==> config.mk <==
export PLATFORM = sky130hd
export DESIGN_NAME = acc1c_core
export DESIGN_NICKNAME = d
export VERILOG_FILES = /design/src/rtl/acc1c_pkg.sv /design/src/rtl/acc1c_xor_reduce.sv /design/src/rtl/acc1c_adder.sv /design/src/rtl/acc1c_store_unit.sv /design/src/rtl/acc1c_core.sv
export SDC_FILE = /design/constraint.sdc
export NUM_CORES = 1
export LEC_CHECK = 0
export BUFFER_PORTS_ARGS = -buffer_cell sky130_fd_sc_hd__clkbuf_2
export CORE_MARGIN = 2
export CORE_UTILIZATION = 28
export CTS_BUF_LIST = sky130_fd_sc_hd__clkbuf_4 sky130_fd_sc_hd__clkbuf_8 sky130_fd_sc_hd__clkbuf_16
export CTS_CLUSTER_DIAMETER = 80
export CTS_CLUSTER_SIZE = 14
export DETAILED_ROUTE_END_ITERATION = 8
export GPL_ROUTABILITY_DRIVEN = 0
export PLACE_DENSITY = 0.47
export SLEW_MARGIN = 20
export SYNTH_ARGS = -nofsm -noshare
export SYNTH_HDL_FRONTEND = slang
export SYNTH_SLANG_ARGS = --single-unit
export TNS_END_PERCENT = 50
==> constraint.sdc <==
create_clock -name clk -period 2.1 [get_ports clk]
set_clock_uncertainty 0.05 [all_clocks]
set_input_delay 0.42 -clock clk [delete_from_list [all_inputs] [get_ports clk]]
set_output_delay 0.42 -clock clk [all_outputs]
set_load 0.02 [all_outputs]
==> src/rtl/acc1c_pkg.sv <==
package acc1c_pkg;
  typedef enum logic [2:0] {
    OP_NOP   = 3'd0,
    OP_LOAD  = 3'd1,
    OP_ADD   = 3'd2,
    OP_COM   = 3'd3,
    OP_STORE = 3'd4
  } acc_op_e;
endpackage

==> src/rtl/acc1c_xor_reduce.sv <==
module acc1c_xor_reduce #(
  parameter int unsigned N = 16
) (
  input  logic [N-1:0] vec_i,
  output logic         odd_o
);
  logic [N-1:0] chain;

  assign chain[0] = vec_i[0];
  generate
    for (genvar i = 1; i < N; i++) begin : g_chain
      assign chain[i] = chain[i-1] ^ vec_i[i];
    end
  endgenerate
  assign odd_o = chain[N-1];
endmodule

==> src/rtl/acc1c_adder.sv <==
module acc1c_adder #(
  parameter int unsigned W = 16
) (
  input  logic [W-1:0] a_i,
  input  logic [W-1:0] b_i,
  output logic [W-1:0] sum_o
);
  logic [W:0] raw;

  always_comb begin
    raw   = {1'b0, a_i} + {1'b0, b_i};
    sum_o = raw[W-1:0] + {{(W-1){1'b0}}, raw[W]};
  end
endmodule

==> src/rtl/acc1c_store_unit.sv <==
module acc1c_store_unit #(
  parameter int unsigned WORD_W = 15,
  localparam int unsigned ACC_W = WORD_W + 1
) (
  input  logic [ACC_W-1:0] acc_i,
  output logic             ovf_o,
  output logic [ACC_W-1:0] reload_o,
  output logic [WORD_W:0]  mem_word_o
);
  logic [WORD_W-1:0] payload;
  logic              payload_odd;

  assign ovf_o    = acc_i[ACC_W-1] ^ acc_i[ACC_W-2];
  assign reload_o = acc_i[ACC_W-1] ? {{(ACC_W-1){1'b1}}, 1'b0}
                                   : {{(ACC_W-1){1'b0}}, 1'b1};
  assign payload  = {acc_i[ACC_W-1], acc_i[ACC_W-3:0]};

  acc1c_xor_reduce #(.N(WORD_W)) u_pgen (
    .vec_i (payload),
    .odd_o (payload_odd)
  );

  assign mem_word_o = {~payload_odd, payload};
endmodule

==> src/rtl/acc1c_core.sv <==
module acc1c_core #(
  parameter int unsigned WORD_W = 15,
  localparam int unsigned ACC_W = WORD_W + 1
) (
  input  logic              clk,
  input  logic              rst_n,
  input  logic [2:0]        op_i,
  input  logic [WORD_W:0]   mem_word_i,
  output logic [ACC_W-1:0]  acc_o,
  output logic              acc_zero_o,
  output logic              store_valid_o,
  output logic [WORD_W:0]   store_word_o,
  output logic              skip_o,
  output logic              parity_err_o
);
  import acc1c_pkg::*;

  logic [1:0]       rst_sync;
  logic             rst_ni;

  logic [ACC_W-1:0] acc_q, acc_d;
  logic             acc_en;
  logic [WORD_W:0]  sw_q;
  logic             sw_en;
  logic             skip_q, skip_d;
  logic             perr_q, perr_d;
  logic             sv_q, sv_d;

  logic             rd_odd;
  logic             rd_ok;
  logic [ACC_W-1:0] operand;
  logic [ACC_W-1:0] sum;
  logic             ovf;
  logic [ACC_W-1:0] reload;
  logic [WORD_W:0]  st_word;

  // reset: asynchronous assert, synchronous release
  always_ff @(posedge clk or negedge rst_n) begin
    if (!rst_n) rst_sync <= 2'b00;
    else        rst_sync <= {rst_sync[0], 1'b1};
  end
  assign rst_ni = rst_sync[1];

  acc1c_xor_reduce #(.N(WORD_W + 1)) u_pchk (
    .vec_i (mem_word_i),
    .odd_o (rd_odd)
  );
  assign rd_ok   = rd_odd;
  assign operand = {mem_word_i[WORD_W-1], mem_word_i[WORD_W-1:0]};

  acc1c_adder #(.W(ACC_W)) u_add (
    .a_i   (acc_q),
    .b_i   (operand),
    .sum_o (sum)
  );

  acc1c_store_unit #(.WORD_W(WORD_W)) u_store (
    .acc_i      (acc_q),
    .ovf_o      (ovf),
    .reload_o   (reload),
    .mem_word_o (st_word)
  );

  // next state
  always_comb begin
    acc_d  = acc_q;
    acc_en = 1'b0;
    sw_en  = 1'b0;
    skip_d = 1'b0;
    perr_d = 1'b0;
    sv_d   = 1'b0;
    case (op_i)
      OP_LOAD: begin
        if (rd_ok) begin
          acc_d  = operand;
          acc_en = 1'b1;
        end else begin
          perr_d = 1'b1;
        end
      end
      OP_ADD: begin
        if (rd_ok) begin
          acc_d  = sum;
          acc_en = 1'b1;
        end else begin
          perr_d = 1'b1;
        end
      end
      OP_COM: begin
        acc_d  = ~acc_q;
        acc_en = 1'b1;
      end
      OP_STORE: begin
        sv_d  = 1'b1;
        sw_en = 1'b1;
        if (ovf) begin
          acc_d  = reload;
          acc_en = 1'b1;
          skip_d = 1'b1;
        end
      end
      default: begin
        acc_d = acc_q;
      end
    endcase
  end

  // registers
  always_ff @(posedge clk or negedge rst_ni) begin
    if (!rst_ni) begin
      acc_q  <= '0;
      sw_q   <= '0;
      skip_q <= 1'b0;
      perr_q <= 1'b0;
      sv_q   <= 1'b0;
    end else begin
      if (acc_en) acc_q <= acc_d;
      if (sw_en)  sw_q  <= st_word;
      skip_q <= skip_d;
      perr_q <= perr_d;
      sv_q   <= sv_d;
    end
  end

  assign acc_o         = acc_q;
  assign acc_zero_o    = (acc_q == '0) || (acc_q == '1);
  assign store_valid_o = sv_q;
  assign store_word_o  = sw_q;
  assign skip_o        = skip_q;
  assign parity_err_o  = perr_q;

  // checks beside the logic they guard
  AST_OVF_RELOAD: assert property (@(posedge clk) disable iff (!rst_ni)
    (op_i == OP_STORE && acc_q[ACC_W-1] != acc_q[ACC_W-2])
      |=> (skip_o && (acc_o == {{(ACC_W-1){1'b0}}, 1'b1} ||
                      acc_o == {{(ACC_W-1){1'b1}}, 1'b0})));

  AST_STORE_KEEP: assert property (@(posedge clk) disable iff (!rst_ni)
    (op_i == OP_STORE && acc_q[ACC_W-1] == acc_q[ACC_W-2])
      |=> ($stable(acc_o) && !skip_o));

  AST_STORE_ODD: assert property (@(posedge clk) disable iff (!rst_ni)
    store_valid_o |-> ($countones(store_word_o) % 2 == 1));

  AST_PERR_HOLD: assert property (@(posedge clk) disable iff (!rst_ni)
    ((op_i == OP_LOAD || op_i == OP_ADD) && ($countones(mem_word_i) % 2 == 0))
      |=> ($stable(acc_o) && parity_err_o));

  AST_COM_INV: assert property (@(posedge clk) disable iff (!rst_ni)
    (op_i == OP_COM) |=> (acc_o == ~$past(acc_o)));

  AST_SKIP_CAUSE: assert property (@(posedge clk) disable iff (!rst_ni)
    skip_o |-> store_valid_o);
endmodule

## After elaboration in Yosys (flattened, before gate mapping)

Cells that the tools add are included.
W data, S select, Z words.

| cells by class | value |
|---|---|
| add/subtract/negate cells | 2 |
| equality and inequality tests | 8 |
| muxes and demuxes | 12 |
| bitwise logic cells | 32 |
| reduce and logical (&&, ||, !) cells | 5 |

Operators by type and width:

| cell | number |
|---|---|
| $mux W16 | 4 |
| $pmux W16 S4 | 1 |
| $xor A1 B1 Y1 | 30 |
| $add A16 B16 Y17 | 1 |
| $add A16 B1 Y16 | 1 |
| $eq A16 B16 Y1 const B | 1 |
| $logic_not A16 Y1 | 1 |
| $not A16 Y16 | 1 |
| $eq A3 B2 Y1 const B | 2 |
| $mux W1 | 6 |
| $ne A2 B2 Y1 const B | 3 |
| $reduce_and A5 Y1 | 1 |
| $reduce_bool A4 Y1 | 1 |
| $eq A3 B1 Y1 const B | 1 |
| $eq A3 B3 Y1 const B | 1 |
| $pmux W1 S3 | 1 |
| $reduce_or A2 Y1 | 1 |
| $logic_or A1 B1 Y1 | 1 |
| $not A1 Y1 | 1 |

| word-level totals | value |
|---|---|
| flip-flop bits (word level) | 37 |
| output and inout port bits | 36 |

## Longest topological paths before layout

Gate-level depths: netlist of run 1.

| logic depth | value |
|---|---|
| depth after elaboration | 18 |
| depth in mapped cells | 19 |

## By module

Synthesis of run 1 repeated with hierarchy kept, for this count alone.

| unflattened totals | value |
|---|---|
| cell total of the unflattened synthesis | 437 |
| area total of the unflattened synthesis | 3,731.1 um2 |

Modules (own cells, without submodules):

| module | instances | cells each | area an instance (um2) | seq. area each (um2) |
|---|---|---|---|---|
| acc1c_core | 1 | 237 | 2,082.0 | 925.9 |
| acc1c_adder | 1 | 141 | 1,138.6 | 0.0 |
| acc1c_store_unit | 1 | 33 | 241.5 | 0.0 |
| acc1c_xor_reduce (u_store.u_pgen) | 1 | 11 | 137.6 | 0.0 |
| acc1c_xor_reduce (u_pchk) | 1 | 15 | 131.4 | 0.0 |

## Worst setup path after synthesis of run 1

OpenSTA, ideal clock, no wires.

| timing path | value |
|---|---|
| path kind | register -> register |
| start | register acc_q[8], in the netlist acc_o[8] |
| end | register acc_q[6], in the netlist acc_o[6] |
| setup time | 0.083 ns |
| arrival time | 3.367 ns |
| required time | 1.967 ns |
| slack | -1.399 ns |
| stages on the path, launching flop included | 19 |
| path buffers | 1 |
| clock period less this slack | 3.499 ns |
| cell sequence | dfrtp_1 ha_1 buf_2 a21oi_1 nor2b_1 a211oi_1 nand2_1 a21o_1 a21oi_1 o21bai_1 a21o_1 ha_1 ha_1 nand2_1 nor2_1 xor2_1 o221ai_1 o21ai_0 o21ai_0 |

| between the ends | value |
|---|---|
| longest elaborated chain between the ends | 4 |

Ends and longest elaborated chain:

| what | line | source |
|---|---|---|
| start: declaration | acc1c_core.sv:21 | `logic [ACC_W-1:0] acc_q, acc_d;` |
| start signal: assignment | acc1c_core.sv:111 | `acc_q <= '0;` |
| start signal: assignment | acc1c_core.sv:117 | `if (acc_en) acc_q <= acc_d;` |
| $add A16 B16 Y17 | acc1c_adder.sv:11 | `raw = {1'b0, a_i} + {1'b0, b_i};` |
| $add A16 B1 Y16 | acc1c_adder.sv:12 | `sum_o = raw[W-1:0] + {{(W-1){1'b0}}, raw[W]};` |
| $mux W16 | acc1c_core.sv:82 | `if (rd_ok) begin` |
| $pmux W16 S4 | acc1c_core.sv:72 | `case (op_i)` |

Every way passes these cells. The select of a mux whose other input is x is not followed.
A chain may end at the register's enable or synchronous reset.

## Final worst setup path of run 1

| timing path | value |
|---|---|
| start | register acc_q[0], in the netlist acc_o[0] |
| end | register acc_q[10], in the netlist acc_o[10] |

The elaborated chain is that of the path after synthesis.

==> results.md, run 1 <==
- Commonest cells post-synth: nand2_1 (69), o21ai_0 (39), xnor2_1 (38), dfrtp_1 (37), ha_1 (22)
- Worst EP arrival: 3.41 ns
- Port bufs: 56
- Drc violations: 0
- Final setup fails: 17
- Most frequent cell after synthesis: nand2_1
- Final Hold Violating Endpoints: 0
- Die area: 12900 um2
- Routed length per instance: 15.1 um
- Sequential share of the synthesized area: 27.6%
- Delay-heaviest family, CP: compound AO/OA/AOI/OAI gates
- MaxCap Viol Count: 0
- Number of synthesized flops with an enable pin: 0
- Die width: 114 um
- Switch share: 44.1%
- I/O pin count: 57
- Synth Flop Type: dfrtp_1
- Unrepaired setup endpoints after global routing: true
- CP Capture Type: flip-flop
- Crit-path max FO: 4
- Routed wire length: 11000 um
- H-tree depth: 2
- Syn nets: 458
- Mapped Avg Cell Area: 8.12 um2
- Post-synthesis register bit count: 37
- Failing checks: negative setup slack
- Clk pwr share: 11.0%
- Area contributors post-synth: dfrtp_1 (28%), xnor2_1 (9.9%), ha_1 (8.2%), nand2_1 (7.7%), o21ai_0 (5.8%)
- Starting density of the core: 28.3%
- Share of the synthesized area in the top cell type: 27.6%
- Routed Antenna Nets: 0
- CP required: 2.23 ns
- Ratio of cells with drive above 1 in the final layout: 42.1%
- Lkg Pwr: 2.44 nW
- Final worst setup slack: -1.18 ns
- Vias: 3463
- P_int: 4.49 mW
- Largest net degree at the start of global routing: 36
- Period utilization: 156%
- Peak supply drop: 0.531 mV
- Fin crit period: 3.28 ns
- Logic pwr share: 74.2%
- Number of diodes: 0
- Clock Tree Root: clkbuf_16
- Cell chain of the critical path: ha_4, inv_2, fa_2, nand2b_4, a21oi_4, o211ai_1, nand2_1, a21o_1, a21oi_2, o21bai_1, a21o_1, ha_4, ha_4, nand2_4, nor4b_4, xnor2_1, a21oi_1, o31ai_1
- Synthesis-to-finish area growth: 51.6%
- Overflow left after global routing: 0
- Switching power: 3.55 mW
- Maximum clock path buffer count: 2
- Vias in the first global route: 3520
- Worst path max stage delay: 0.40 ns
- Crit Path Category: flip-flop to flip-flop
- Cell Area, Synth: 3360 um2
- Status: finished with violations
- Rows: 40
- CTS buffer count: 5
- Asr flop ratio synth: 100%
- Fmax achieved: 305 MHz
- CP max-delay cell: dfrtp_1
- Initial antenna violation count: 0
- Core ar.: 11900 um2
- CP bufs+invs: 1
- First-pass GRT wire length: 18000 um
- Clock transition at path regs: 0.06 ns
- Clock latency on the worst-skew pair: 0.28 ns
- Count of mapped cells out of synthesis: 414
- TritonRoute pass-1 iters: 4
- Clock net sink count: 37
- Share of total power in sequential cells: 14.8%
- Worst relative slew slack: 64.8%
- Warnings from Yosys: 0
- CTS tree: built
- PD cells: 1580 nW/um2
- DRT iter0 DRCs: 162
- Detail-routed via count per cell: 4.75
- Global Route Usage Sum: 17.6%
- Dominant cell type by area after synthesis: dfrtp_1
- Distinct cells, synth: 57
- Worst-margin pin slew: 0.527 ns
- HPWL after DPL: 9090 um
- Die H: 114 um
- Startpoint Class: flip-flop
- Hold Path Class: flip-flop to async pin
- Slew Limit Fails: 0
- FILL cells: 1212
- Overall Power: 8.04 mW
- Most Frequent Cell on Critical Path: ha_4
- Layout Nets: 625
- WHS: 0.238 ns
power by group through the flow:
stage	clock network (mW)	registers [mW]	logic (mW)
4_1_cts	0.902	1.18	5.75
5_1_grt	0.927	1.22	6.53
6_report	0.885	1.19	5.97
3_5_place_dp	0	1.19	5.58
2_1_floorplan	0	1.43	3.11
3_3_place_gp	0	1.18	5.53
logic make-up (layout without fill, tap and decap cells):
kind of cell,after synthesis,after routing,synth area share (%)
compound gates,105,105,19.5
xor+xnor,50,50,13.3
fa+ha+maj,23,23,8.79
buf+inv,44,212,7.22
flops,37,37,27.6
mux,4,4,1.23
other cells,1,1,0.112
simple gates,150,150,22.4
placed cells by master, fill, tap and decap left out, types with 4 or more instances in the layout:
cell | synthesis | routed
buf_4 | 16 | 132
nand2_1 | 69 | 68
clkbuf_2 | 0 | 55
dfrtp_1 | 37 | 37
xnor2_1 | 38 | 36
o21ai_1 | 6 | 24
o21ai_0 | 39 | 20
nor2_1 | 18 | 17
a21oi_1 | 21 | 16
ha_1 | 22 | 14
inv_1 | 14 | 12
nor3_1 | 15 | 11
xor2_1 | 11 | 9
nand3_1 | 12 | 9
ha_4 | 0 | 7
a21o_1 | 6 | 6
nand4_1 | 6 | 6
nand2b_1 | 7 | 6
a21oi_2 | 2 | 5
clkbuf_16 | 0 | 5
o211ai_1 | 4 | 4
nor2b_1 | 4 | 4
a211oi_1 | 5 | 4
o221ai_1 | 5 | 4
worst paths after layout:
check                            start         endpoint  slack (ns)  depth (start not counted)
setup / recovery              acc_o[0]        acc_o[10]       -1.18                         18
hold / removal             rst_sync[1]        acc_o[13]        0.24                          1
setup reg to reg              acc_o[0]        acc_o[10]       -1.18                         18
hold reg to reg            rst_sync[1]        acc_o[13]        0.24                          1
max in group asynchronous  rst_sync[1]  store_word_o[1]        1.44                          1
min in group clk           rst_sync[0]      rst_sync[1]        0.30                          0
sequential cells by signal, summed over array words and instances (netlist names):
register,count
store_word_o,16
acc_o,16
parity_err_o,1
rst_sync,2
store_valid_o,1
skip_o,1
repair_timing:
item                       CTS  global route
resized for setup           17            30
hold buffers                 1             0
pin swaps                   11            29
setup buffers                2             5
hold endpoints to repair     2             0
setup endpoints to repair   17            17
worst reg2reg max path: stages, from the launching register on:
cell      delay (ns)
dfrtp_1         0.40
ha_4            0.16
inv_2           0.03
fa_2            0.33
nand2b_4        0.16
a21oi_4         0.14
o211ai_1        0.12
nand2_1         0.10
a21o_1          0.13
a21oi_2         0.05
o21bai_1        0.12
a21o_1          0.18
ha_4            0.16
ha_4            0.15
nand2_4         0.09
nor4b_4         0.28
xnor2_1         0.17
a21oi_1         0.10
o31ai_1         0.24
layer usage:
layer,GRT usage (%),vias to the layer above,share of wire [%]
met2,30.4,72,47
li1,-,1779,-
met3,1.75,11,3.3
met1,23.7,1601,48
met4,4.15,0,1.6
met5,0,-,0
stage by stage:
step           setup TNS, ns  cell area [um2]  worst slack [ns]  instances  util (%)
4_1_cts               -17.27             4930             -1.14        724      41.6
2_1_floorplan         -15.24             3470             -1.10        414         -
6_report              -16.02             5090             -1.18        729      43.0
3_3_place_gp          -19.21             4680             -1.31        713      39.5
3_5_place_dp          -19.88             4680             -1.35        713      39.5
5_1_grt               -19.29             5090             -1.37        729      43.0
final cells by class:
| cell class | count | area [um2] | area share (%) |
|---|---|---|---|
| Multi-Input combinational cell | 333 | 2460 | 48.3 |
| Timing Repair Buffer | 190 | 1290 | 25.4 |
| Sequential cell | 37 | 926 | 18.2 |
| Tap cell | 147 | 184 | 3.61 |
| Clock buffer | 7 | 146 | 2.87 |
| Inverter | 14 | 52.6 | 1.03 |
| Clock inverter | 1 | 30.0 | 0.589 |
(Power assumes the default switching activity.)
==> inputs of run 2 (changes only) <==
--- a/config.mk
+++ b/config.mk
@@ -5,6 +5,7 @@
 export SDC_FILE = /design/constraint.sdc
 export NUM_CORES = 1
 export LEC_CHECK = 0
+export ABC_AREA = 1
 export BUFFER_PORTS_ARGS = -buffer_cell sky130_fd_sc_hd__clkbuf_2
 export CORE_MARGIN = 2
 export CORE_UTILIZATION = 28
@@ -13,7 +14,7 @@
 export CTS_CLUSTER_SIZE = 14
 export DETAILED_ROUTE_END_ITERATION = 8
 export GPL_ROUTABILITY_DRIVEN = 0
-export PLACE_DENSITY = 0.47
+export PLACE_DENSITY = 0.46
 export SLEW_MARGIN = 20
 export SYNTH_ARGS = -nofsm -noshare
 export SYNTH_HDL_FRONTEND = slang
==> run 2 against run 1 <==
- the run still ends with negative setup slack left
- setup slack improved by 0.15 ns
- via count increased by 18%
- maximum frequency rose by 4.8%
- first-iteration DRC count is 8.0% higher
- core utilization decreased by 0.78 points
- combinational power up 6.7%
- critical endpoint is now acc_o[15]
- clock-buffer cell count down 1
==> results.md, run 2 <==
- Overflow left after global routing: 0 (unchanged)
- First-pass GRT wire length: 20400 um (+14%)
- Syn nets: 598 (+31%)
- Clock transition at path regs: 0.06 ns (about the same)
- Synth Flop Type: dfrtp_1
- Most frequent cell after synthesis: nand2_1
- Final worst setup slack: -1.03 ns (+0.149 ns)
- Hold Path Class: flip-flop to async pin
- H-tree depth: 2 (unchanged)
- GR Util met2: 32.6% (+2.2 points)
- Cell Area, Placed: 4930 um2 (+5.4%)
- Slew Limit Fails: 0 (unchanged)
- Crit-path max FO: 2 (-2)
- Maximum clock path buffer count: 2 (unchanged)
- Layout Nets: 778 (+24%)
- Status: finished with violations
- CTS buffer count: 5 (unchanged)
- Drc violations: 0 (unchanged)
- Fin crit period: 3.13 ns (-0.149 ns)
- I/O pin count: 57 (unchanged)
- Warnings from Yosys: 0 (unchanged)
- CP required: 2.28 ns (+0.05 ns)
- R2R Setup Slk: -1.03 ns (+0.15 ns)
- Die H: 118 um (+4.1%)
- Dominant cell type by area after synthesis: dfrtp_1
- Number of diodes: 0 (unchanged)
- Starting density of the core: 28.8% (+0.51 points)
- Cell Area, Synth: 3650 um2 (+8.7%)
- Commonest non-fill, non-tap cell in the layout: nand2_1
- Vias: 4071 (+18%)
- Lkg Pwr: 2.88 nW (+18%)
- Post-synthesis register bit count: 37 (unchanged)
- Routed Antenna Nets: 0 (unchanged)
- Met1 Use GR: 22.8% (-0.88 points)
- Switching power: 4.10 mW (+16%)
- Fmax achieved: 320 MHz (+4.8%)
- Top Usage Layer GRT: met2
- Final Hold Violating Endpoints: 0 (unchanged)
- Period utilization: 149% (-7.1 points)
- Number of synthesized flops with an enable pin: 0 (unchanged)
- Commonest cells post-synth: nand2_1 (155), inv_1 (90), nor2_1 (47), dfrtp_1 (37), nand3_1 (34)
- Final setup fails: 17 (unchanged)
- Count of mapped cells out of synthesis: 554 (+34%)
- GR Util met3: 2.03% (+0.27 points)
- Initial antenna violation count: 0 (unchanged)
- Share of the synthesized area in the top cell type: 25.3% (-2.2 points)
- Peak supply drop: 0.456 mV (-14%)
- CP Capture Type: flip-flop
- Logic pwr share: 75.3% (+1.1 points)
- Layout Utilization: 42.2% (-0.78 points)
- HPWL after DPL: 10300 um (+13%)
- Rows: 41 (+2.5%)
- Die area: 14000 um2 (+8.4%)
- Mapped Avg Cell Area: 6.60 um2 (-19%)
- Routed length per instance: 13.7 um (-9.0%)
- Die width: 118 um (+4.1%)
- Asr flop ratio synth: 100% (unchanged)
- Failing checks: negative setup slack
- Clk pwr share: 10.4% (-0.6 points)
- Area contributors post-synth: dfrtp_1 (25%), nand2_1 (16%), inv_1 (9.2%), ha_1 (7.5%), nor2_1 (4.8%)
- Vias in the first global route: 4039 (+15%)
- CTS tree: built
- Crit Path Category: flip-flop to flip-flop
- Clock latency on the worst-skew pair: 0.28 ns (about the same)
- P_int: 4.36 mW (-2.9%)
- Share of total power in sequential cells: 14.3% (-0.5 points)
- Startpoint Class: flip-flop
- Fin area: 5340 um2 (+4.9%)
- Clock Tree Root: clkbuf_16
- Global Route Usage Sum: 18.2% (+0.69 points)
- Largest net degree at the start of global routing: 36 (unchanged)
- DRT iter0 DRCs: 175 (+8.0%)
- Core ar.: 12700 um2 (+6.8%)
- Routed wire length: 12400 um (+13%)
- Synthesis-to-finish area growth: 46.2%
- TritonRoute pass-1 iters: 5 (+1)
- Detail-routed via count per cell: 4.49 (-5.5%)
- Worst EP arrival: 3.30 ns (-0.11 ns)
- Sequential share of the synthesized area: 25.3% (-2.2 points)
- PD cells: 1580 nW/um2 (+0.35%)
- Unrepaired setup endpoints after global routing: true
- Port bufs: 56 (unchanged)
- WHS: 0.227 ns (-0.0109 ns)
- Ratio of cells with drive above 1 in the final layout: 35.2% (-6.9 points)
- Distinct cells, synth: 39 (-32%)
- Switch share: 48.4% (+4.3 points)
- MaxCap Viol Count: 0 (unchanged)
- Most frequent cells in the layout: nand2_1 (148), buf_4 (140), inv_1 (82)
- Clock net sink count: 37 (unchanged)
run 2: routing by layer:
metal | wire, um | share of wire [%]
met5 | 0 | 0
met4 | 353 | 2.8
met3 | 461 | 3.7
met2 | 6060 | 49
met1 | 5570 | 45
run 2: per-stage QoR:
stage | cells | setup slack (ns) | setup TNS, ns | total power [mW]
floorplan | 554 | -0.846 | -9.97 | 4.77
global placement | 881 | -1.10 | -14.34 | 7.23
detailed placement | 881 | -1.18 | -15.16 | 7.26
CTS | 902 | -0.941 | -12.22 | 8.34
global route | 907 | -1.26 | -16.72 | 9.22
finish | 907 | -1.03 | -13.34 | 8.46
run 2: cell families (layout without fill, tap and decap cells):
| group | Yosys count | count (layout) | synth area share [%] |
|---|---|---|---|
| AO/OA/AOI/OAI | 72 | 72 | 11.4 |
| other | 1 | 1 | 0.103 |
| flip-flops | 37 | 37 | 25.3 |
| buffers and inverters | 114 | 295 | 13.6 |
| AND/OR/NAND/NOR | 278 | 278 | 33.6 |
| adder cells (fa/ha/maj) | 23 | 23 | 8.08 |
| XOR/XNOR | 29 | 29 | 7.87 |
run 2: power by group through the flow:
stage                     Clock (mW)  Combinational, mW  Sequential (mW)
after global routing           0.928               7.05             1.24
after CTS                      0.894               6.24             1.21
after floorplan                    0               3.36             1.41
after global placement             0               6.02             1.21
after detailed placement           0               6.05             1.21
final                          0.882               6.37             1.21
run 2: final timing paths:
check                                  from          end  cells after the start
min in group clk                rst_sync[0]  rst_sync[1]                      0
worst min-delay path            rst_sync[1]     acc_o[9]                      1
worst max-delay path               acc_o[0]    acc_o[15]                     26
worst max register to register     acc_o[0]    acc_o[15]                     26
max in group asynchronous       rst_sync[1]     acc_o[4]                      1
worst min register to register  rst_sync[1]     acc_o[9]                      1
run 2: critical path, cell delays in order, from the launching register on:
cell and delay [ns]:
dfrtp_1 0.39, ha_2 0.21, inv_2 0.04, fa_2 0.34, inv_2 0.07, nand2_2 0.05
nand3_2 0.08, nand2_2 0.09, buf_4 0.14, buf_4 0.12, buf_4 0.12, buf_4 0.13
buf_4 0.12, buf_4 0.12, buf_4 0.12, buf_4 0.12, nand3_1 0.10, nand2_2 0.07
inv_2 0.06, nand2_1 0.05, nor2_2 0.10, nand3_1 0.07, nand2_1 0.06, nand3_1 0.09
nand3_1 0.08, nand2_1 0.05, inv_1 0.04
run 2: area by class of cell:
type | instances | area (um2)
flip-flops and latches | 37 | 926
fillers | 1357 | 7330
clock inverters | 2 | 37.5
clock buffers | 6 | 139
repair buffers | 197 | 1350
well taps | 172 | 215
multi-input cells | 403 | 2340
inverters | 90 | 338
run 2: repair_timing:
action	CTS	global route
endpoints found under the setup margin	17	18
setup buffers	13	5
gates resized for setup	20	18
pin swaps	9	18
hold buffers	1	0
endpoints found under the hold margin	2	0
